===== src/rtl/adc_seq_pkg.sv =====
package adc_seq_pkg;
  typedef enum logic [1:0] {
    ST_IDLE = 2'd0,
    ST_CONV = 2'd1,
    ST_XFER = 2'd2,
    ST_GAP  = 2'd3
  } seq_state_t;
endpackage


===== src/rtl/adc_seq_timer.sv =====
// Loadable down-counter that parks at zero.
module adc_seq_timer #(
  parameter int MAXV = 100,
  localparam int W = $clog2(MAXV + 1)
) (
  input  logic         clk,
  input  logic         rst_n,
  input  logic         load,
  input  logic [W-1:0] val,
  output logic         zero
);
  logic [W-1:0] cnt;

  always_ff @(posedge clk or negedge rst_n) begin
    if (!rst_n)          cnt <= '0;
    else if (load)       cnt <= val;
    else if (cnt != '0)  cnt <= cnt - 1'b1;
  end

  assign zero = (cnt == '0);
endmodule


===== src/rtl/adc_seq_sclk.sv =====
// Serial clock burst generator: each bit is a high half then a low half.
module adc_seq_sclk #(
  parameter int HALF = 5,
  parameter int BITS = 16,
  localparam int HW = (HALF > 1) ? $clog2(HALF) : 1,
  localparam int NW = $clog2(BITS + 1)
) (
  input  logic          clk,
  input  logic          rst_n,
  input  logic          start,
  input  logic          run,
  output logic          sclk_o,
  output logic          fall_o,
  output logic          rise_o,
  output logic          done_o,
  output logic [NW-1:0] nfall_o
);
  logic [HW-1:0] hc;
  logic          ph;
  logic [NW-1:0] nf;
  logic          half_end;

  assign half_end = run && (hc == '0);
  assign fall_o   = half_end && ph;
  assign rise_o   = half_end && !ph && (nf != NW'(BITS));
  assign done_o   = half_end && !ph && (nf == NW'(BITS));
  assign sclk_o   = run ? ph : 1'b1;
  assign nfall_o  = nf;

  always_ff @(posedge clk or negedge rst_n) begin
    if (!rst_n) begin
      hc <= '0;
      ph <= 1'b1;
      nf <= '0;
    end else if (start) begin
      hc <= HW'(HALF - 1);
      ph <= 1'b1;
      nf <= '0;
    end else if (run) begin
      if (hc != '0) begin
        hc <= hc - 1'b1;
      end else if (ph) begin
        ph <= 1'b0;
        nf <= nf + 1'b1;
        hc <= HW'(HALF - 1);
      end else begin
        ph <= 1'b1;
        hc <= HW'(HALF - 1);
      end
    end
  end

  // no falling edge beyond the frame length
  assert_fall_in_frame_R4: assert property (@(posedge clk) disable iff (!rst_n)
    fall_o |-> (nf < NW'(BITS)));
endmodule


===== src/rtl/adc_seq_shift.sv =====
// Receive and transmit shift registers plus channel history.
module adc_seq_shift #(
  parameter int BITS = 16,
  parameter int RES  = 12,
  parameter int CH   = 3
) (
  input  logic           clk,
  input  logic           rst_n,
  input  logic           load,
  input  logic [CH-1:0]  ch_in,
  input  logic           fall,
  input  logic           rise,
  input  logic           done,
  input  logic           sdin,
  output logic           sdout,
  output logic           res_valid,
  output logic [RES-1:0] res_data,
  output logic [CH-1:0]  res_ch
);
  logic [BITS-1:0] tx_sr;
  logic [BITS-1:0] rx_sr;
  logic [CH-1:0]   cur_ch;
  logic [CH-1:0]   prev_ch;

  assign sdout = tx_sr[BITS-1];

  always_ff @(posedge clk or negedge rst_n) begin
    if (!rst_n) begin
      tx_sr   <= '0;
      rx_sr   <= '0;
      cur_ch  <= '0;
      prev_ch <= '0;
    end else begin
      if (load) begin
        tx_sr   <= {ch_in, {(BITS-CH){1'b0}}};
        cur_ch  <= ch_in;
        prev_ch <= cur_ch;
      end else if (rise) begin
        tx_sr <= {tx_sr[BITS-2:0], 1'b0};
      end
      if (fall) rx_sr <= {rx_sr[BITS-2:0], sdin};
    end
  end

  always_ff @(posedge clk or negedge rst_n) begin
    if (!rst_n) begin
      res_valid <= 1'b0;
      res_data  <= '0;
      res_ch    <= '0;
    end else begin
      res_valid <= done;
      if (done) begin
        res_data <= rx_sr[RES-1:0];
        res_ch   <= prev_ch;
      end
    end
  end

  // strobe lasts one cycle
  assert_valid_single_R7: assert property (@(posedge clk) disable iff (!rst_n)
    res_valid |=> !res_valid);
endmodule


===== src/rtl/adc_seq_ctrl.sv =====
// Sample-period sequencer: conversion, shared read/write frame, quiet gap.
module adc_seq_ctrl
  import adc_seq_pkg::*;
#(
  parameter int CONV_CYC   = 59,
  parameter int GUARD_CYC  = 50,
  parameter int ACQ_CYC    = 200,
  parameter int SCLK_HALF  = 5,
  parameter int FRAME_BITS = 16,  // must be at least 6
  parameter int RES_BITS   = 12,
  parameter int CH_BITS    = 3
) (
  input  logic                clk,
  input  logic                rst_n,
  input  logic                en,
  input  logic [CH_BITS-1:0]  ctrl_ch,
  output logic                conv_start,
  output logic                sclk,
  output logic                rfs_n,
  output logic                tfs_n,
  input  logic                sdin,
  output logic                sdout,
  output logic                res_valid,
  output logic [RES_BITS-1:0] res_data,
  output logic [CH_BITS-1:0]  res_ch
);
  localparam int CNV_W = $clog2(CONV_CYC + 1);
  localparam int GRD_W = $clog2(GUARD_CYC + 1);
  localparam int ACQ_W = $clog2(ACQ_CYC + 1);
  localparam int NW    = $clog2(FRAME_BITS + 1);
  localparam int ACQ_EDGE = 6;

  seq_state_t state, nxt;
  logic conv_zero, guard_zero, acq_zero, quiet;
  logic enter_conv, enter_xfer, fall6;
  logic s_fall, s_rise, s_done;
  logic [NW-1:0] nfall;

  assign quiet      = guard_zero && acq_zero;
  assign enter_xfer = (state == ST_CONV) && conv_zero;
  assign enter_conv = (state != ST_CONV) && (nxt == ST_CONV);
  assign fall6      = s_fall && (nfall == NW'(ACQ_EDGE - 1));

  always_comb begin
    nxt = state;
    unique case (state)
      ST_IDLE: if (en && quiet) nxt = ST_CONV;
      ST_CONV: if (conv_zero)   nxt = ST_XFER;
      ST_XFER: if (s_done)      nxt = ST_GAP;
      ST_GAP:  if (quiet)       nxt = en ? ST_CONV : ST_IDLE;
      default:                  nxt = ST_IDLE;
    endcase
  end

  always_ff @(posedge clk or negedge rst_n) begin
    if (!rst_n) state <= ST_IDLE;
    else        state <= nxt;
  end

  assign conv_start = (state == ST_CONV);
  assign rfs_n      = (state != ST_XFER);
  assign tfs_n      = (state != ST_XFER);

  adc_seq_timer #(.MAXV(CONV_CYC)) u_conv_tmr (
    .clk(clk), .rst_n(rst_n), .load(enter_conv),
    .val(CNV_W'(CONV_CYC - 1)), .zero(conv_zero));

  adc_seq_timer #(.MAXV(GUARD_CYC)) u_guard_tmr (
    .clk(clk), .rst_n(rst_n), .load(s_done),
    .val(GRD_W'(GUARD_CYC - 1)), .zero(guard_zero));

  adc_seq_timer #(.MAXV(ACQ_CYC)) u_acq_tmr (
    .clk(clk), .rst_n(rst_n), .load(fall6),
    .val(ACQ_W'(ACQ_CYC - 1)), .zero(acq_zero));

  adc_seq_sclk #(.HALF(SCLK_HALF), .BITS(FRAME_BITS)) u_sclk (
    .clk(clk), .rst_n(rst_n), .start(enter_xfer),
    .run(state == ST_XFER), .sclk_o(sclk), .fall_o(s_fall),
    .rise_o(s_rise), .done_o(s_done), .nfall_o(nfall));

  adc_seq_shift #(.BITS(FRAME_BITS), .RES(RES_BITS), .CH(CH_BITS)) u_shift (
    .clk(clk), .rst_n(rst_n), .load(enter_xfer), .ch_in(ctrl_ch),
    .fall(s_fall), .rise(s_rise), .done(s_done), .sdin(sdin),
    .sdout(sdout), .res_valid(res_valid), .res_data(res_data),
    .res_ch(res_ch));

  // Port-level window counters used only by the assertions below
  localparam int MAXW = (GUARD_CYC > ACQ_CYC) ? GUARD_CYC : ACQ_CYC;
  localparam int MW   = $clog2(MAXW + 2);
  localparam int HIW  = $clog2(CONV_CYC + 2);
  logic [HIW-1:0] hi_cnt;
  logic [MW-1:0]  end_cnt, six_cnt;
  logic [2:0]     f_cnt;
  logic           sclk_d, framed, seen6, sfell;

  assign sfell = sclk_d && !sclk;

  always_ff @(posedge clk or negedge rst_n) begin
    if (!rst_n) begin
      hi_cnt <= '0; end_cnt <= '0; six_cnt <= '0; f_cnt <= '0;
      sclk_d <= 1'b1; framed <= 1'b0; seen6 <= 1'b0;
    end else begin
      sclk_d <= sclk;
      hi_cnt <= conv_start ? hi_cnt + 1'b1 : '0;
      if (!rfs_n) begin
        end_cnt <= '0;
        framed  <= 1'b1;
      end else if (end_cnt != MW'(MAXW + 1)) begin
        end_cnt <= end_cnt + 1'b1;
      end
      if (conv_start)                           f_cnt <= '0;
      else if (sfell && !tfs_n && f_cnt != 3'd7) f_cnt <= f_cnt + 1'b1;
      if (sfell && !tfs_n && f_cnt == 3'(ACQ_EDGE - 1)) begin
        six_cnt <= MW'(1);
        seen6   <= 1'b1;
      end else if (six_cnt != MW'(MAXW + 1)) begin
        six_cnt <= six_cnt + 1'b1;
      end
    end
  end

  assert_no_serial_in_conv_R3: assert property (@(posedge clk) disable iff (!rst_n)
    conv_start |-> (rfs_n && tfs_n && sclk));

  assert_conv_len_R3: assert property (@(posedge clk) disable iff (!rst_n)
    (!rfs_n && $past(rfs_n)) |-> (hi_cnt == HIW'(CONV_CYC)));

  assert_guard_band_R8: assert property (@(posedge clk) disable iff (!rst_n)
    ($rose(conv_start) && framed) |-> (end_cnt >= MW'(GUARD_CYC)));

  assert_acq_window_R9: assert property (@(posedge clk) disable iff (!rst_n)
    ($rose(conv_start) && seen6) |-> (six_cnt >= MW'(ACQ_CYC)));

  assert_valid_after_frame_R7: assert property (@(posedge clk) disable iff (!rst_n)
    res_valid |-> (rfs_n && !$past(rfs_n)));
endmodule


===== config.mk =====
export PLATFORM = sky130hd
export DESIGN_NAME = adc_seq_ctrl
export DESIGN_NICKNAME = d
export VERILOG_FILES = /design/src/rtl/adc_seq_pkg.sv /design/src/rtl/adc_seq_timer.sv /design/src/rtl/adc_seq_sclk.sv /design/src/rtl/adc_seq_shift.sv /design/src/rtl/adc_seq_ctrl.sv
export SDC_FILE = /design/constraint.sdc
export NUM_CORES = 1
export LEC_CHECK = 0
export CELL_PAD_IN_SITES_DETAIL_PLACEMENT = 1
export CELL_PAD_IN_SITES_GLOBAL_PLACEMENT = 1
export CORE_MARGIN = 4
export CORE_UTILIZATION = 47
export CTS_BUF_LIST = sky130_fd_sc_hd__clkbuf_4 sky130_fd_sc_hd__clkbuf_8
export DETAILED_ROUTE_END_ITERATION = 16
export GPL_TIMING_DRIVEN = 0
export PLACE_DENSITY = 0.87
export SLEW_MARGIN = 30
export SYNTH_ARGS = -nofsm -noshare
export SYNTH_HDL_FRONTEND = slang
export SYNTH_SLANG_ARGS = --single-unit

===== constraint.sdc =====
create_clock -name clk -period 2.5 [get_ports clk]
set_input_delay 0.625 -clock clk [delete_from_list [all_inputs] [get_ports clk]]
set_output_delay 0.625 -clock clk [all_outputs]
set_load 0.01 [all_outputs]

# Word-level counts from Yosys, hierarchy flattened
# Index checks and enable logic that the tools add are counted.
# totals
n_memories	0
reg_bits	81
rom_bits	0
latchBits	0
in_bits	7
out_inout_bits	21
mem_bits_rw	0
# op_classes
n_div	0
reduce_logical	28
eq_ne	10
shifts	0
n_addsub	5
order_cmp	0
multipliers	0
mux	26
n_bitwise	0
# op_table
operator	count
$mux 16	2
$mux 6	4
$mux 5	4
$mux 8	2
$logic_not 6->1	2
$reduce_bool 2->1	6
$reduce_bool 6->1	2
$sub 6x1->6 const B	2
$logic_and 1x1->1	10
$mux 3	3
$logic_not 8->1	1
$mux 2	4
$pmux 2 s4	1
$reduce_bool 8->1	1
$sub 8x1->8 const B	1
$mux 1	6
$add 5x1->5 const B	1
$eq 5x3->1 const B	1
$eq 5x5->1 const B	1
$ne 5x5->1 const B	1
$eq 2x1->1 const B	2
$eq 2x2->1 const B	2
$ne 2x2->1 const B	2
$logic_not 3->1	1
other kinds (7)	7

# Depth between registers and ports, before layout
# Gate-level depths: netlist of the first run.
# depth
depth_word	9
mapped_depth	7
mapped_depth_nobuf	6

# Hierarchy
# A second synthesis of the first run with hierarchy kept.
# unflattened
cells_unflattened	289
hier_area_um2	3385.7
# by_module_without_submodules
module	area_each_um2	n_inst	cells_each
adc_seq_shift	1423.9	1	84
adc_seq_timer at u_conv_tmr ...	400.4	2	40
adc_seq_sclk	503.0	1	51
adc_seq_timer at u_acq_tmr	476.7	1	54
adc_seq_ctrl	181.4	1	20

# Worst setup path before layout of the first run
# Ideal clock, no wire load.
# synth_path
path_type	register -> register
startpoint	register u_acq_tmr.cnt[0]
endpoint	register u_conv_tmr.cnt[2]
slack_ns	0.549
setup_time_ns	0.119
arrival_ns	1.832
stages_incl_launch_ff	7
path_buffers	0
path_cell_list	dfrtp_1 inv_1 ha_1 nor3b_2 nand4_2 or4b_4 and2_1
# synth_via
elab_chain_len	8
# synth_lines
element	line_no	source
start: declaration	adc_seq_timer.sv:12	logic [W-1:0] cnt;
start signal: assignment	adc_seq_timer.sv:16	else if (load) cnt <= val;
start signal: assignment	adc_seq_timer.sv:17	else if (cnt != '0) cnt <= cnt - 1'b1;
$logic_not 8->1 *	adc_seq_timer.sv:20	assign zero = (cnt == '0);
$logic_and 1x1->1 *	adc_seq_ctrl.sv:39	assign quiet = guard_zero && acq_zero;
$logic_and 1x1->1	adc_seq_ctrl.sv:47	ST_IDLE: if (en && quiet) nxt = ST_CONV;
$mux 2	adc_seq_ctrl.sv:47	
$pmux 2 s4 *	adc_seq_ctrl.sv:46	unique case (state)
$eq 2x1->1 *	adc_seq_ctrl.sv:41	assign enter_conv = (state != ST_CONV) && (nxt == ST_CONV);
$logic_and 1x1->1 *	adc_seq_ctrl.sv:41	
$mux 6 / $reduce_bool 2->1 (equally long branches)	--	
end signal: assignment	adc_seq_timer.sv:16	
end signal: assignment	adc_seq_timer.sv:17	
end: declaration	adc_seq_timer.sv:12	
# Every way passes the cells marked *; elsewhere a longest branch is shown, timed or not.
# A chain may end at the register's enable or synchronous reset.

# Worst setup path after layout of the first run
# layout_path
startpoint	register state[0]
endpoint	output port sclk
# layout_via
elab_chain_len	2
# layout_lines
element	line_no	source
start: declaration	adc_seq_ctrl.sv:33	seq_state_t state, nxt;
start signal: assignment	adc_seq_ctrl.sv:57	else state <= nxt;
$eq 2x2->1	adc_seq_ctrl.sv:78	.run(state == ST_XFER), .sclk_o(sclk), .fall_o(s_fall),
$mux 1	adc_seq_sclk.sv:27	assign sclk_o = run ? ph : 1'b1;
end: declaration	adc_seq_ctrl.sv:18	output logic sclk,
# Every way passes these cells.

==> results of run 1 <==
## flip-flops by register name, indices dropped and copies added, names as in the netlist
name	count
u_sclk.nfall_o	5
u_shift.cur_ch	3
state	2
u_guard_tmr.cnt	6
u_sclk.hc	3
u_shift.prev_ch	3
u_shift.rx_sr	12
u_shift.res_ch	3
u_acq_tmr.cnt	8
u_shift.res_data	12
u_sclk.ph	1
u_shift.res_valid	1
u_shift.tx_sr	3
u_conv_tmr.cnt	6
## cell usage after synthesis, types with 3 or more instances
library cell,n
or3_1,4
nand2b_1,3
a21oi_1,9
ha_1,8
o211ai_1,3
nor2_1,15
mux2_4,5
nor3_1,7
inv_1,14
nand2_1,57
xnor2_1,6
clkbuf_1,3
nand3_1,9
a211oi_1,3
dfrtp_1,67
o21ai_0,7
mux2i_1,5
mux2_2,16
and2_1,4
nand3b_1,3
## stage by stage
stage	worst slack [ns]	area [µm²]	cells	hold WS [ns]
global route	0.0314	3730	407	0.199
floorplan	0.549	3150	286	0.329
CTS	0.0125	3720	407	0.191
detailed placement	0.232	3540	391	0.474
global placement	-1.50	3520	390	0.464
finish	0.108	3730	407	0.198
## final cells by class
| cell class | count | area share (%) |
|---|---|---|
| flip-flops and latches | 68 | 45.6 |
| multi-input cells | 197 | 36.5 |
| repair buffers | 28 | 7.71 |
| clock buffers | 10 | 3.52 |
| well taps | 77 | 2.58 |
| inverters | 15 | 1.64 |
| clock inverters | 6 | 1.34 |
| plain buffers | 6 | 1.04 |
## cell families after synthesis
family	Yosys count	synth area share, %
and+or+nand+nor	124	21.5
DFF	68	54.0
AOI/OAI and AO/OA	32	6.55
muxes	26	9.68
buffers and inverters	21	3.17
adders and majority gates	8	3.17
xor gates and xnor gates	7	1.94
## metal layers
layer  share of wire, %  wire, µm  global-route usage (%)  vias up
met2                 53      4110                    36.4       40
met4                2.9       228                    8.04        0
met5                  0         0                       0        -
met1                 41      3190                    24.4     1162
met3                2.7       212                    5.93       21
li1                   -         -                       -     1063
## power groups by stage
stage | logic [mW] | registers (mW) | clock network, mW
floorplan | 0.00448 | 1.13 | 0
global placement | 0.0393 | 1.13 | 0
detailed placement | 0.0440 | 1.13 | 0
CTS | 0.0441 | 1.11 | 0.851
global route | 0.0481 | 1.11 | 0.909
finish | 0.0421 | 1.11 | 0.827
## how the worst min path moves through the flow
stage	slack, ns	depth (start not counted)	to
2_1_floorplan	0.33	0	state[0]
3_3_place_gp	0.46	2	u_shift.rx_sr[11]
3_5_place_dp	0.47	2	u_shift.rx_sr[11]
4_1_cts	0.19	1	u_shift.res_ch[1]
5_1_grt	0.20	1	u_shift.tx_sr[15]
6_report	0.20	1	u_shift.cur_ch[1]
==> flow_summary_export.csv, run 1 <==
group,metric,value,unit
global_routing,overflow,0,
clocking,ctsResizeCount,1,
placement,hpwl,5000,µm
synth,ys_seq_area_share,54.0,%
drt,wl_per_cell,19.0,µm
floorplanning,coreArea,6420,µm²
synth,syn-num-nets,301,
worst_setup_path,crit_end,"sclk",
pwr,clkPwrFrac,41.9,%
worst_setup_path,cp.required,1.88,ns
drt,drt_wl_total,7750,µm
timing,fin_setup_tns,0,ns
worst_setup_path,slowest_stage,"clkdlybuf4s50_1",
global_routing,grt_pass1_vias,2635,
worst_setup_path,crit_family,"buffers and inverters",
global_routing,grt_max_degree,41,
clocking,cts_tree,"done",
pwr,leakage,1.83,nW
timing,fin_skew,0.0125,ns
final_layout,layout_common_cells,"66 x dfrtp_1, 56 x nand2_1, 26 x clkdlybuf4s50_1",
pwr,p_per_area,529,nW/µm²
clocking,ctsHoldBuffers,0,
job,maxCapViolCount,0,
worst_setup_path,cpPeakStageDelay,0.48,ns
drt,drc,0,
synth,syn_inst,286,
synth,synthArstFlopShare,100,%
clocking,cts.clk_slew.worst_paths,0.08,ns
pwr,comb_power_share,2.1,%
worst_setup_path,cp-end-kind,"output port",
synth,ys_types,52,
synth,yosys.area.top_type,"dfrtp_1",
floorplanning,chipWidth,89.9,µm
floorplanning,fp.dieArea,8090,µm²
clocking,clk_latency,0.35,ns
timing,worstMarginPinSlew,0.587,ns
timing,finalSetupViolations,0,
drt,num_vias,2286,
worst_setup_path,crit_chain,"inv_2 > nand2_2 > or2_2 > clkdlybuf4s50_1",
global_routing,grt_pass1_wl,13400,µm
final_layout,drive_gt1_share,19.1,%
worst_setup_path,cp.depth,4,
status,outcome,"complete, no violations",
floorplanning,dieHeight,89.9,µm
final_layout,antenna_cells,0,
floorplanning,start_util,49.1,%
timing,max_freq,0.418,GHz
worst_setup_path,cp-startpoint,"state[0]",
final_layout,postLayoutCoreUtil,58.1,%
clocking,cts-root-buf,"clkbuf_8",
synth,syn_avg_cell_area,11.0,µm²
pwr,seq_power_share,56.0,%
worst_setup_path,cp_max_fo,7,
clocking,cts.sink_count,68,
final_layout,final_nets,340,
timing,slew_violations,0,
placement,port_buffers,27,
synth,yosys.area.top_type_share,53.2,%
synth,netlist_area,3150,µm²
clocking,h-tree-depth,3,
pwr,p_switching,0.477,mW
floorplanning,num_rows,29,
worst_setup_path,rr_startpoint,"u_acq_tmr.cnt[0]",
timing,finalHoldViolations,0,
worst_setup_path,startpoint_type,"flip-flop",
final_layout,layout_commonest_cell,"dfrtp_1",
clocking,clockBufferDepth,2,
hold_path,min_path_type,"in -> async",
worst_setup_path,r2r_end,"u_conv_tmr.cnt[2]",
clocking,post-cts-setup-buffer-count,0,
final_layout,seq_area,1700,µm²
global_routing,grt_antenna_before_repair,0,
timing,layout_min_cycle_time,2.39,ns
worst_setup_path,r2r_slack,0.26,ns
synth,ys_top_cells_by_area,"dfrtp_1 53%, nand2_1 6.8%, mux2_2 5.7%",
pwr,p_sw_share,24.2,%
drt,viasPerCell,5.62,
drt,drtPass1Iterations,4,
synth,synth_top_flop_cell,"dfrtp_1",
floorplanning,boundaryPins,28,
synth,ys_seq_elements,68,
final_layout,syn_to_final_growth,18.4,%
global_routing,track_usage,20.9,%
worst_setup_path,worstPathArrival,1.77,ns
worst_setup_path,crit_buf_inv,2,
placement,gp_congestion,0.762,
synth,synth_edf_count,0,
pwr,total_power,1.97,mW
timing,slew-limit-headroom,60.7,%
worst_setup_path,reg2reg_depth,6,
final_layout,fillers,671,
worst_setup_path,path_class,"reg -> out",
pwr,internal_power,1.50,mW
clocking,cts_buffers,9,
final_layout,multi_input_area,1360,µm²
drt,final_antenna_net_count,0,
drt,drt_iter0_drc,79,
pwr,irDropWorstVdd,0.000306,V
synth,yosys_warnings,0,
timing,fin_crit_sh,95.7,%
timing,rsz0062_at_grt,"false",
No activity file was read; power rests on OpenSTA's default activity.
==> run 2: changes to the inputs <==
MAX_ROUTING_LAYER = met4   (was not set)
==> run 2 against run 1 <==
  * Sequential cell count stayed put
  * Clock skew is 0.0015 ns higher
  * Die area stayed put
  * Critical path type unchanged
  * Sequential share of layout area stayed put
  * Wire length is 0.46% higher
  * Combinational power hardly changed
==> flow_summary_export.csv, run 2 (synthesis gave the netlist of run 1 again) <==
group,metric,value,unit
hold_path,min_path_type,"in -> async",
drt,drtPass1Iterations,4,
floorplanning,chipWidth,89.9,µm
final_layout,finalInstanceArea,3730,µm²
timing,finalHoldViolations,0,
global_routing,grt_pass1_wl,13400,µm
clocking,clk_latency,0.35,ns
clocking,cts_tree,"done",
worst_setup_path,rr_startpoint,"u_acq_tmr.cnt[0]",
clocking,clockBufferDepth,2,
final_layout,reg_top3,"u_shift.res_data: 12 flops, u_shift.rx_sr: 12 flops, u_acq_tmr.cnt: 8 flops",
final_layout,syn_to_final_growth,18.4,%
clocking,post-cts-setup-buffer-count,0,
placement,port_buffers,27,
timing,layout_min_cycle_time,2.40,ns
clocking,h-tree-depth,3,
worst_setup_path,r2r_slack,0.26,ns
global_routing,grt_pass1_vias,2619,
worst_setup_path,slowest_stage,"clkdlybuf4s50_1",
floorplanning,fp.dieArea,8090,µm²
timing,slew-limit-headroom,61.4,%
worst_setup_path,reg2reg_depth,6,
timing,slew_violations,0,
timing,fin_skew,0.0140,ns
clocking,cts_buffers,9,
final_layout,fillers,671,
final_layout,layout_commonest_cell,"dfrtp_1",
floorplanning,coreArea,6420,µm²
drt,drt_wl_total,7780,µm
pwr,leakage,1.83,nW
placement,dpl_cell_area,3540,µm²
timing,rsz0062_at_grt,"false",
worst_setup_path,worstPathArrival,1.77,ns
placement,hpwl,5000,µm
job,maxCapViolCount,0,
global_routing,grt_max_degree,41,
pwr,irDropWorstVdd,0.000307,V
floorplanning,num_rows,29,
global_routing,track_usage,21.5,%
global_routing,overflow,0,
clocking,cts.clk_slew.worst_paths,0.08,ns
floorplanning,boundaryPins,28,
global_routing,grt_antenna_before_repair,0,
drt,drt_iter0_drc,92,
clocking,cts-root-buf,"clkbuf_8",
floorplanning,dieHeight,89.9,µm
drt,num_vias,2306,
drt,viasPerCell,5.67,
worst_setup_path,crit_end,"sclk",
worst_setup_path,cp-end-kind,"output port",
timing,hold_slack,0.197,ns
drt,final_antenna_net_count,0,
timing,finalSetupViolations,0,
final_layout,final_nets,340,
worst_setup_path,crit_chain,"inv_2 > nand2_2 > or2_2 > clkdlybuf4s50_1",
final_layout,drive_gt1_share,19.1,%
placement,gp_congestion,0.772,
final_layout,antenna_cells,0,
worst_setup_path,cpPeakStageDelay,0.48,ns
clocking,cts.sink_count,68,
drt,drc,0,
worst_setup_path,startpoint_type,"flip-flop",
timing,worstMarginPinSlew,0.576,ns
floorplanning,start_util,49.1,%
status,outcome,"complete, no violations",
worst_setup_path,cp.required,1.88,ns
pwr,p_per_area,531,nW/µm²
clocking,ctsHoldBuffers,0,
timing,fin_crit_sh,95.9,%
final_layout,layout_common_cells,"66 x dfrtp_1, 56 x nand2_1, 26 x clkdlybuf4s50_1",
drt,wl_per_cell,19.1,µm
worst_setup_path,cp-startpoint,"state[0]",
worst_setup_path,r2r_end,"u_conv_tmr.cnt[2]",
worst_setup_path,cp_max_fo,7,
worst_setup_path,path_class,"reg -> out",
timing,max_freq,0.417,GHz
==> run 2: cell counts in the layout (fill, tap and decap cells not counted) <==
Identical to the previous run, type by type.
==> run 2: area by class of cell <==
cell class / count / area (µm²) / area share, %
Timing Repair Buffer: 28 / 288 / 7.71
Tap cell: 77 / 96.3 / 2.58
Buffer: 6 / 38.8 / 1.04
Clock inverter: 6 / 50.0 / 1.34
Multi-Input combinational cell: 197 / 1360 / 36.5
Inverter: 15 / 61.3 / 1.64
Clock buffer: 10 / 131 / 3.52
Sequential cell: 68 / 1700 / 45.6
==> run 2: where the power goes <==
group / switching (mW) / internal, mW / leakage, nW
Clock: 0.455 / 0.379 / 0.0865
Combinational: 0.0267 / 0.0155 / 0.832
Sequential: 0.00292 / 1.10 / 0.909
==> run 2: worst min-delay path by stage <==
stage                            startpoint                end  depth (start not counted)
after floorplan                       rst_n           state[0]                          0
after global placement    u_shift.rx_sr[11]  u_shift.rx_sr[11]                          2
after detailed placement  u_shift.rx_sr[11]  u_shift.rx_sr[11]                          2
after CTS                             rst_n  u_shift.res_ch[1]                          1
after global routing                  rst_n  u_shift.tx_sr[15]                          1
final                                 rst_n  u_shift.tx_sr[15]                          1
==> run 2: critical path, delay by kind of cell, from the launching register on <==
family,cells,cell delay [ns]
buffers and inverters,2,0.58
DFF,1,0.46
and+or+nand+nor,2,0.39
==> run 2: through the flow <==
stage | utilization [%] | setup WS (ns) | power (mW) | instances | setup TNS (ns)
3_5_place_dp | 55.1 | 0.232 | 1.17 | 391 | 0
3_3_place_gp | 54.8 | -1.50 | 1.17 | 390 | -100.59
5_1_grt | 58.1 | 0.0347 | 2.06 | 407 | 0
4_1_cts | 57.9 | 0.0125 | 2.00 | 407 | 0
2_1_floorplan | - | 0.549 | 1.13 | 286 | 0
6_report | 58.1 | 0.104 | 1.98 | 407 | 0
==> run 2: metal layers <==
layer,track usage (%),wire [µm],up-vias,part of all wire (%)
met5,-,0,-,0
met4,9.57,253,0,3.3
met3,4.76,241,26,3.1
met2,36.2,4080,55,52
met1,24.9,3210,1166,41
li1,-,-,1059,-
==> run 2: timing repair <==
action                                  CTS  global route
endpoints found under the setup margin    1            11
gates cloned                              0             0
gates resized for setup                   1             4
pin swaps                                 0             0
